### src/rtl/kbc_pkg.sv
package kbc_pkg;
  localparam logic [7:0] CMD_OUT_READ  = 8'hD0;
  localparam logic [7:0] CMD_OUT_WRITE = 8'hD1;
  localparam logic [7:0] CMD_KBD_OFF   = 8'hAD;
  localparam logic [7:0] CMD_KBD_ON    = 8'hAE;
  localparam logic [7:0] OUT_PORT_RST  = 8'hDD;
  localparam int         ST_OBF_BIT    = 0;
  localparam int         ST_IBF_BIT    = 1;
  localparam int         GATE_BIT      = 1;

  typedef struct packed {
    logic       is_cmd;
    logic [7:0] value;
  } in_entry_t;
endpackage

### src/rtl/kbc_host_if.sv
module kbc_host_if
  import kbc_pkg::*;
#(
  parameter int         AW        = 8,
  parameter logic [7:0] CMD_ADDR  = 8'h64,
  parameter logic [7:0] DATA_ADDR = 8'h60
) (
  input  logic [AW-1:0] io_addr,
  input  logic          io_wr,
  input  logic          io_rd,
  input  logic          ibf,
  input  logic          obf,
  input  logic [7:0]    obuf,
  output logic          wr_accept,
  output logic          wr_is_cmd,
  output logic          rd_pop,
  output logic [7:0]    io_rdata
);
  logic hit_cmd;
  logic hit_dat;
  logic [7:0] status;

  always_comb begin
    hit_cmd = (io_addr == AW'(CMD_ADDR));
    hit_dat = (io_addr == AW'(DATA_ADDR));
    wr_accept = io_wr && (hit_cmd || hit_dat) && !ibf;
    wr_is_cmd = hit_cmd;
    rd_pop    = io_rd && hit_dat;
    status = 8'h00;
    status[ST_IBF_BIT] = ibf;
    status[ST_OBF_BIT] = obf;
    if (io_rd && hit_cmd)      io_rdata = status;
    else if (io_rd && hit_dat) io_rdata = obuf;
    else                       io_rdata = 8'h00;
  end
endmodule

### src/rtl/kbc_inbuf.sv
module kbc_inbuf
  import kbc_pkg::*;
#(
  parameter int DLY_W = 8
) (
  input  logic             clk,
  input  logic             rst_n,
  input  logic             wr_accept,
  input  logic             wr_is_cmd,
  input  logic [7:0]       wdata,
  input  logic [DLY_W-1:0] delay_cfg,
  output logic             ibf,
  output logic             proc_stb,
  output in_entry_t        proc_entry
);
  logic             ibf_q, ibf_n;
  logic [DLY_W-1:0] cnt_q, cnt_n;
  in_entry_t        ent_q;
  logic             ent_en;

  always_comb begin
    proc_stb = ibf_q && (cnt_q == '0);
    ibf_n  = ibf_q;
    cnt_n  = cnt_q;
    ent_en = 1'b0;
    if (proc_stb) begin
      ibf_n = 1'b0;
    end else if (ibf_q) begin
      cnt_n = cnt_q - 1'b1;
    end
    if (wr_accept) begin
      ibf_n  = 1'b1;
      cnt_n  = delay_cfg;
      ent_en = 1'b1;
    end
  end

  always_ff @(posedge clk or negedge rst_n) begin
    if (!rst_n) begin
      ibf_q <= 1'b0;
      cnt_q <= '0;
    end else begin
      ibf_q <= ibf_n;
      cnt_q <= cnt_n;
    end
  end

  always_ff @(posedge clk or negedge rst_n) begin
    if (!rst_n) begin
      ent_q <= '0;
    end else if (ent_en) begin
      ent_q <= '{is_cmd: wr_is_cmd, value: wdata};
    end
  end

  assign ibf        = ibf_q;
  assign proc_entry = ent_q;
endmodule

### src/rtl/kbc_cmd_engine.sv
module kbc_cmd_engine
  import kbc_pkg::*;
(
  input  logic       clk,
  input  logic       rst_n,
  input  logic       proc_stb,
  input  in_entry_t  proc_entry,
  input  logic       rd_pop,
  output logic [7:0] out_port,
  output logic       kbd_en,
  output logic       obf,
  output logic [7:0] obuf
);
  logic [7:0] outp_q, outp_n;
  logic       kbd_q, kbd_n;
  logic       obf_q, obf_n;
  logic [7:0] obuf_q, obuf_n;
  logic       pend_q, pend_n;

  always_comb begin
    outp_n = outp_q;
    kbd_n  = kbd_q;
    obf_n  = obf_q;
    obuf_n = obuf_q;
    pend_n = pend_q;
    if (rd_pop) obf_n = 1'b0;
    if (proc_stb) begin
      if (proc_entry.is_cmd) begin
        pend_n = 1'b0;
        unique case (proc_entry.value)
          CMD_OUT_READ: begin
            obuf_n = outp_q;
            obf_n  = 1'b1;
          end
          CMD_OUT_WRITE: pend_n = 1'b1;
          CMD_KBD_OFF:   kbd_n  = 1'b0;
          CMD_KBD_ON:    kbd_n  = 1'b1;
          default: ;
        endcase
      end else if (pend_q) begin
        outp_n = proc_entry.value;
        pend_n = 1'b0;
      end
    end
  end

  always_ff @(posedge clk or negedge rst_n) begin
    if (!rst_n) begin
      outp_q <= OUT_PORT_RST;
      kbd_q  <= 1'b1;
      obf_q  <= 1'b0;
      obuf_q <= 8'h00;
      pend_q <= 1'b0;
    end else begin
      outp_q <= outp_n;
      kbd_q  <= kbd_n;
      obf_q  <= obf_n;
      obuf_q <= obuf_n;
      pend_q <= pend_n;
    end
  end

  assign out_port = outp_q;
  assign kbd_en   = kbd_q;
  assign obf      = obf_q;
  assign obuf     = obuf_q;
endmodule

### src/rtl/kbc_cmd_port.sv
module kbc_cmd_port
  import kbc_pkg::*;
#(
  parameter int         AW         = 8,
  parameter int         DLY_W      = 8,
  parameter int         RST_STAGES = 2,
  parameter logic [7:0] CMD_ADDR   = 8'h64,
  parameter logic [7:0] DATA_ADDR  = 8'h60
) (
  input  logic             clk,
  input  logic             rst_n,
  input  logic [AW-1:0]    io_addr,
  input  logic             io_wr,
  input  logic             io_rd,
  input  logic [7:0]       io_wdata,
  output logic [7:0]       io_rdata,
  input  logic [DLY_W-1:0] delay_cfg,
  output logic [7:0]       out_port,
  output logic             a20_gate,
  output logic             kbd_enable
);
  logic [RST_STAGES-1:0] rst_pipe;
  logic                  rst_sync_n;
  logic                  ibf_q;
  logic                  obf_q;
  logic [7:0]            obuf;
  logic                  wr_accept;
  logic                  wr_is_cmd;
  logic                  rd_pop;
  logic                  proc_stb;
  in_entry_t             proc_entry;

  generate
    if (RST_STAGES == 1) begin : g_rst1
      always_ff @(posedge clk or negedge rst_n) begin
        if (!rst_n) rst_pipe <= '0;
        else        rst_pipe <= 1'b1;
      end
    end else begin : g_rstn
      always_ff @(posedge clk or negedge rst_n) begin
        if (!rst_n) rst_pipe <= '0;
        else        rst_pipe <= {rst_pipe[RST_STAGES-2:0], 1'b1};
      end
    end
  endgenerate
  assign rst_sync_n = rst_pipe[RST_STAGES-1];

  kbc_host_if #(.AW(AW), .CMD_ADDR(CMD_ADDR), .DATA_ADDR(DATA_ADDR)) u_host (
    .io_addr  (io_addr),
    .io_wr    (io_wr),
    .io_rd    (io_rd),
    .ibf      (ibf_q),
    .obf      (obf_q),
    .obuf     (obuf),
    .wr_accept(wr_accept),
    .wr_is_cmd(wr_is_cmd),
    .rd_pop   (rd_pop),
    .io_rdata (io_rdata)
  );

  kbc_inbuf #(.DLY_W(DLY_W)) u_inbuf (
    .clk       (clk),
    .rst_n     (rst_sync_n),
    .wr_accept (wr_accept),
    .wr_is_cmd (wr_is_cmd),
    .wdata     (io_wdata),
    .delay_cfg (delay_cfg),
    .ibf       (ibf_q),
    .proc_stb  (proc_stb),
    .proc_entry(proc_entry)
  );

  kbc_cmd_engine u_eng (
    .clk       (clk),
    .rst_n     (rst_sync_n),
    .proc_stb  (proc_stb),
    .proc_entry(proc_entry),
    .rd_pop    (rd_pop),
    .out_port  (out_port),
    .kbd_en    (kbd_enable),
    .obf       (obf_q),
    .obuf      (obuf)
  );

  assign a20_gate = out_port[GATE_BIT];
endmodule

### config.mk
export PLATFORM = sky130hd
export DESIGN_NAME = kbc_cmd_port
export DESIGN_NICKNAME = d
export VERILOG_FILES = /design/src/rtl/kbc_pkg.sv /design/src/rtl/kbc_host_if.sv /design/src/rtl/kbc_inbuf.sv /design/src/rtl/kbc_cmd_engine.sv /design/src/rtl/kbc_cmd_port.sv
export SDC_FILE = /design/constraint.sdc
export NUM_CORES = 1
export LEC_CHECK = 0
export BUFFER_PORTS_ARGS = -buffer_cell sky130_fd_sc_hd__buf_2
export CORE_MARGIN = 2
export CORE_UTILIZATION = 25
export DETAILED_ROUTE_END_ITERATION = 8
export SLEW_MARGIN = 20
export SYNTH_ARGS = -nofsm -noshare
export SYNTH_HDL_FRONTEND = slang
export SYNTH_SLANG_ARGS = --single-unit
### constraint.sdc
create_clock -name clk -period 1.42 [get_ports clk]
set_input_delay 0.284 -clock clk [delete_from_list [all_inputs] [get_ports clk]]
set_output_delay 0.284 -clock clk [all_outputs]
set_load 0.01 [all_outputs]
After elaboration in Yosys (flattened, before gate mapping):

Cells that the tools add are included.

* $add $sub $neg: 1
* $mul: 0
* div/mod/pow operators: 0
* magnitude comparators: 0
* equal/unequal tests: 7
* shift-type cells: 0
* multiplexer cells: 15
* bitwise gates (word level): 1
* reductions and logical operators: 15

Operators with widths (number)
* $mux 8: 5
* $eq 8x8->1 const B: 4
* $eq 8x7->1 const B: 2
* $mux 1: 9
* $reduce_and 3->1: 3
* $logic_not 8->1: 1
* $sub 8x1->8 const B: 1
* $reduce_bool 2->1: 3
* $logic_and 1x1->1: 5
* $ne 2x1->1 const B: 1
* $pmux 1 s2: 1
* $reduce_and 2->1: 1
* $logic_not 1->1: 1
* $logic_or 1x1->1: 1
* $not 1->1: 1

* register bits: 39
* bits in latches: 0
* memory bits (writable): 0
* bits in read-only memories: 0
* input bits: 28
* output and inout bits: 18
* word-level logic and storage cells: 49
* memories kept: 0

Longest topological paths before layout:

* depth in word-level cells: 6
* gate-level depth with buffers: 7
* depth with buffers taken out: 6

Modules after synthesis:

From an unflattened synthesis, not the netlist that was laid out.

* cells, all modules: 165
* area, all modules: 1953.1 um^2

Modules (own cells, without submodules)
* kbc_inbuf: times used 1, cells an instance 82, area an instance 902.1 um^2, seq. area each 450.4 um^2
* kbc_cmd_engine: times used 1, cells an instance 53, area an instance 797.0 um^2, seq. area each 484.2 um^2
* kbc_host_if: times used 1, cells an instance 26, area an instance 192.7 um^2, seq. area each 0.0 um^2
* kbc_cmd_port: times used 1, cells an instance 4, area an instance 61.3 um^2, seq. area each 50.0 um^2

Least setup slack after synthesis:

No wires, ideal clock.

* kind: register to register
* start point: reg u_inbuf.cnt_q[0]
* end point: reg u_eng.obuf_q[0], in the netlist u_eng.obuf[0]
* setup time: 0.125 ns
* arrival: 1.940 ns
* data required time: 1.295 ns
* slack: -0.645 ns
* stages on the path, launching flop included: 8
* buffers on the path: 1
* period minus slack after synthesis: 2.065 ns
* cell sequence: dfrtp_1 -> inv_1 -> ha_1 -> nor3b_2 -> nand4_2 -> or3_1 -> buf_6 -> mux2_4

* word-level cells in the longest chain between the ends: 3

RTL lines
* start: declaration: RTL line kbc_inbuf.sv:17 `logic [DLY_W-1:0] cnt_q, cnt_n;`
* start signal: assignment: RTL line kbc_inbuf.sv:44 `cnt_q <= cnt_n;`
* $logic_not 8->1: RTL line kbc_inbuf.sv:22 `proc_stb = ibf_q && (cnt_q == '0);`
* $logic_and 1x1->1: RTL line kbc_inbuf.sv:22
* $reduce_and 3->1 (no line)
* end signal: assignment: RTL line kbc_cmd_engine.sv:58 `obuf_q <= obuf_n;`
* end: declaration: RTL line kbc_cmd_engine.sv:17 `logic [7:0] obuf_q, obuf_n;`

Every way passes these cells.
A chain may end at the register's enable or synchronous reset.

Worst setup path after layout:

* start point: reg u_inbuf.cnt_q[4]
* end point: reg u_eng.obuf_q[3], in the netlist u_eng.obuf[3]

Same word-level chain as after synthesis.

==> results by group <==
Finish
  • Commonest non-fill, non-tap cells in the layout: sky130_fd_sc_hd__buf_2, sky130_fd_sc_hd__buf_4, sky130_fd_sc_hd__nand2_1, sky130_fd_sc_hd__dfrtp_1
  • Final layout net count: roughly 280
  • Filler Cell Count: between 600 and 700
  • Layout cells sized above 1: 58.04%
  • End-of-flow core utilization: roughly 40%
  • Commonest non-fill, non-tap cell in the layout: sky130_fd_sc_hd__buf_2
  • Area growth, synth to finish: 51.74%
  • Final cell count without fillers: between 300 and 400
  • Antenna fix cells: 0

Timing
  • Final sum of negative setup slack: -10.81 ns
  • Maximum clock frequency: between 500 and 600 MHz
  • Unrepaired setup endpoints after global routing: true
  • Fin Clk Skew: ~0.0094 ns
  • Setup violation total in the final timing report: 36
  • Clock period minus final worst setup slack: 1.885 ns
  • Number of slew-limit violations in the final report: 0
  • Worst Setup Slack, final: -0.4647 ns
  • Final clock period utilization by the worst path: 132.7%
  • Final Hold Violating Endpoints: 0

Synth
  • Primary flip-flop cell chosen by synthesis mapping: sky130_fd_sc_hd__dfrtp_1
  • Synth unique cells: 46
  • Post-synthesis instance total: 166
  • Post-synth EDFFs: 0
  • Area share of fa/ha/maj cells after synthesis: 1.337%
  • Share of the synthesized area in the top cell type: between 40% and 50%
  • Mapped Area: between 0.0015 and 0.002 sq mm
  • Syn Nets: roughly 200
  • Yosys reg bits: 39
  • Count of yosys warnings during synthesis: 0
  • Avg Cell Area, Syn: ~11 sq um
  • Share of the synthesized netlist area taken by xor and xnor gates: 0%
  • Synth area leader: sky130_fd_sc_hd__dfrtp_1
  • Simple-gate portion of the synthesized area: 20.86%
  • Fraction of the mapped netlist area in compound gates: approximately 8.6%
  • Sequential area share after synthesis: a little over half
  • Largest family of logic cells by synthesized area: simple AND/OR/NAND/NOR gates
  • Mux contribution to synthesized area: a little over an eighth
  • Fraction of registers with async set or reset after synthesis: 100.0%
  • Ranking of synthesized cells by area: sky130_fd_sc_hd__dfrtp_1, sky130_fd_sc_hd__dfstp_2, sky130_fd_sc_hd__mux2_4, sky130_fd_sc_hd__nand2_1, sky130_fd_sc_hd__mux2_2

Die
  • Die W: between 90 and 100 microns
  • # rows: 31
  • Starting density of the core: between 20% and 30%
  • Count of boundary I/O pins: between 40 and 50
  • Die Y-Extent: just over 90 microns
  • Die outline area: 0.008196 sq mm
  • Core Footprint: just over 0.007 sq mm

Global route
  • Wire length of the first global-routing pass: about 7500 microns
  • GRT Overall Usage: between 10% and 20%
  • Via count of the first global-routing pass: approximately 1600
  • Total gr overflow: 0
  • Antenna violations before repair: 0
  • Maximum number of pins on one net before global-route repair: 38

Critical path
  • Start-to-end type of the worst setup path: reg -> reg
  • Maximum cell stage delay along the critical path: approximately 0.46 ns
  • Startpoint Class: flop
  • Data arrival time of the critical path: 2.07 ns
  • Number of buffer and inverter stages on the critical path: 0
  • Worst-path cell chain: nor4_4, nand4_2, or3_4, mux2_4
  • Critical path peak fanout: 4
  • Family with the most delay on the worst path: simple AND/OR/NAND/NOR gates
  • Slowest library cell on the worst path: sky130_fd_sc_hd__or3_4
  • WP data required: around 1.6 ns
  • Kind of end point of the critical path: flop

Place
  • Total of buffers placed on input and output ports: between 40 and 50
  • Final GP Congestion: 0.8032
  • Detailed Place HPWL: between 3000 and 4000 microns
  • # placed instances: approximately 340

Clocking
  • Post-CTS clock slew at the launch and capture registers of the worst setup and hold paths: 0.08 ns
  • Number of H-tree levels: 2
  • Clock sink total: 39
  • CTS tree: yes
  • Clock insertion delay at the later pin of the skew report: 0.30 ns
  • Root Buffer: sky130_fd_sc_hd__clkbuf_8
  • Clock buffer count from CTS: 5
  • Clk buf depth: 2

Power
  • Share of total power in sequential cells: about 50%
  • Switching pwr: between 0.5 and 0.6 mW
  • Areal power density over the cells: 845.1 mW/mm^2
  • Cell internal power dissipation: between 1.5 and 2 mW
  • Net switching share of the total power: about a quarter
  • Portion of total power attributed to combinational logic: between 10% and 20%
  • Standby leakage power: roughly 1.4 nW
  • Design Power: about 2.4 mW
  • Maximum vdd drop: 328.7 uV
  • Fraction of power consumed by the clock network: about two fifths

Route
  • DR WL/cell: about 13 microns
  • Number of vias in the routed layout: 1556
  • Post-DR vias/cell: ~4.4
  • Detailed router's first-iteration violation count: 57
  • Detailed-routing iteration count for the pre-antenna-repair pass: 4
  • Number of remaining DRC errors: 0
  • Routed wire length on met3: between 150 and 200 microns
  • Number of antenna-violating nets in the routed design: 0
  • Highest metal layer with signal wires: met4
  • Detailed-routed wire length on met2: 2330 microns
  • Total wire length: 4707 microns
  • Wire length the detailed router placed on met1: ~2100 microns

Status
  • Result of the run: complete, but fails checks
  • Violated checks: setup timing

Worst hold path
  • Min-Delay Path Class: in -> reg

Job
  • Max-cap violations: 0
[tightest hold or removal path, stage by stage]
cell                      delay [ns]
sky130_fd_sc_hd__buf_2          0.07
sky130_fd_sc_hd__nand2_1        0.04
sky130_fd_sc_hd__nand2_1        0.04
[power by group through the flow]
stage,Combinational (mW),Clock (mW),Sequential (mW)
3_3_place_gp,0.188,0,1.21
3_5_place_dp,0.191,0,1.22
6_report,0.263,0.937,1.20
5_1_grt,0.290,1.01,1.20
4_1_cts,0.243,0.961,1.20
2_1_floorplan,0.0581,0,1.23
[timing repair]
action                                 in CTS  in global routing
gates cloned                                0                  1
endpoints found under the hold margin       2                  0
hold buffers                                1                  0
gates resized for setup                    32                 14
setup buffers                               6                  4
pin swaps                                  20                 20
setup endpoints to repair                  35                 36
[cells in the mapped netlist, drive strengths merged, types with 2 or more instances]
cell,n
or3b,2
buf,4
nor4,3
a211oi,4
mux2,16
clkbuf,2
dfrtp,32
and2,7
nand3,3
o21ai,6
nand3b,2
or4,2
nand4,2
a21o,2
nor2,7
a21oi,4
inv,5
mux2i,3
nand2,32
dfstp,7
ha,2
or3,2
nor4b,2
o211ai,2
[worst paths after layout]
kind	start	endpoint	slack, ns	cells after the start
min in group asynchronous	rst_pipe[1]	u_eng.out_port[1]	0.29	1
hold reg to reg	rst_pipe[1]	u_eng.out_port[1]	0.29	1
setup / recovery	u_inbuf.cnt_q[4]	u_eng.obuf[3]	-0.46	4
hold / removal	io_wdata[2]	u_inbuf.proc_entry[2]	0.18	3
max in group asynchronous	rst_pipe[1]	u_eng.out_port[7]	0.77	1
setup reg to reg	u_inbuf.cnt_q[4]	u_eng.obuf[3]	-0.46	4
[per-layer routing]
metal / vias up / track usage (%)
met4: 0 / 5.769
met1: 746 / 14.06
met2: 37 / 19.34
met3: 9 / 1.920
met5: - / 0
li1: 764 / -
[logic make-up after synthesis]
family	count (synthesis)
and+or+nand+nor	70
AOI/OAI and AO/OA	24
other	1
buffers and inverters	11
muxes	19
adders and majority gates	2
DFF	39
[layout make-up]
cell class | instances | area (sq um) | area share (%)
multi-input combinational | 117 | 1001 | 35.24
sequential | 39 | 985.9 | 34.71
timing repair buffer | 86 | 595.6 | 20.97
tap | 99 | 123.9 | 4.361
clock buffer | 5 | 68.82 | 2.423
clock inverter | 3 | 46.29 | 1.630
inverter | 5 | 18.77 | 0.6608
[flip-flops by register name, summed over array words and instances, names as in the netlist]
| register | flops |
|---|---|
| u_inbuf.ibf | 1 |
| u_inbuf.cnt_q | 8 |
| u_eng.kbd_en | 1 |
| u_eng.out_port | 8 |
| u_inbuf.proc_entry | 9 |
| u_eng.obuf | 8 |
| u_eng.obf | 1 |
| u_eng.pend_q | 1 |
| rst_pipe | 2 |
[stage by stage]
stage / instance area (sq um) / setup slack [ns] / hold WS, ns
after floorplan: 1891 / -0.5255 / -0.01159
after CTS: 2764 / -0.4471 / 0.1701
after global placement: 2449 / -0.4814 / 0.06889
after global routing: 2840 / -0.5295 / 0.1885
final: 2840 / -0.4647 / 0.1776
after detailed placement: 2449 / -0.5323 / 0.07382
(Power assumes the default switching activity.)
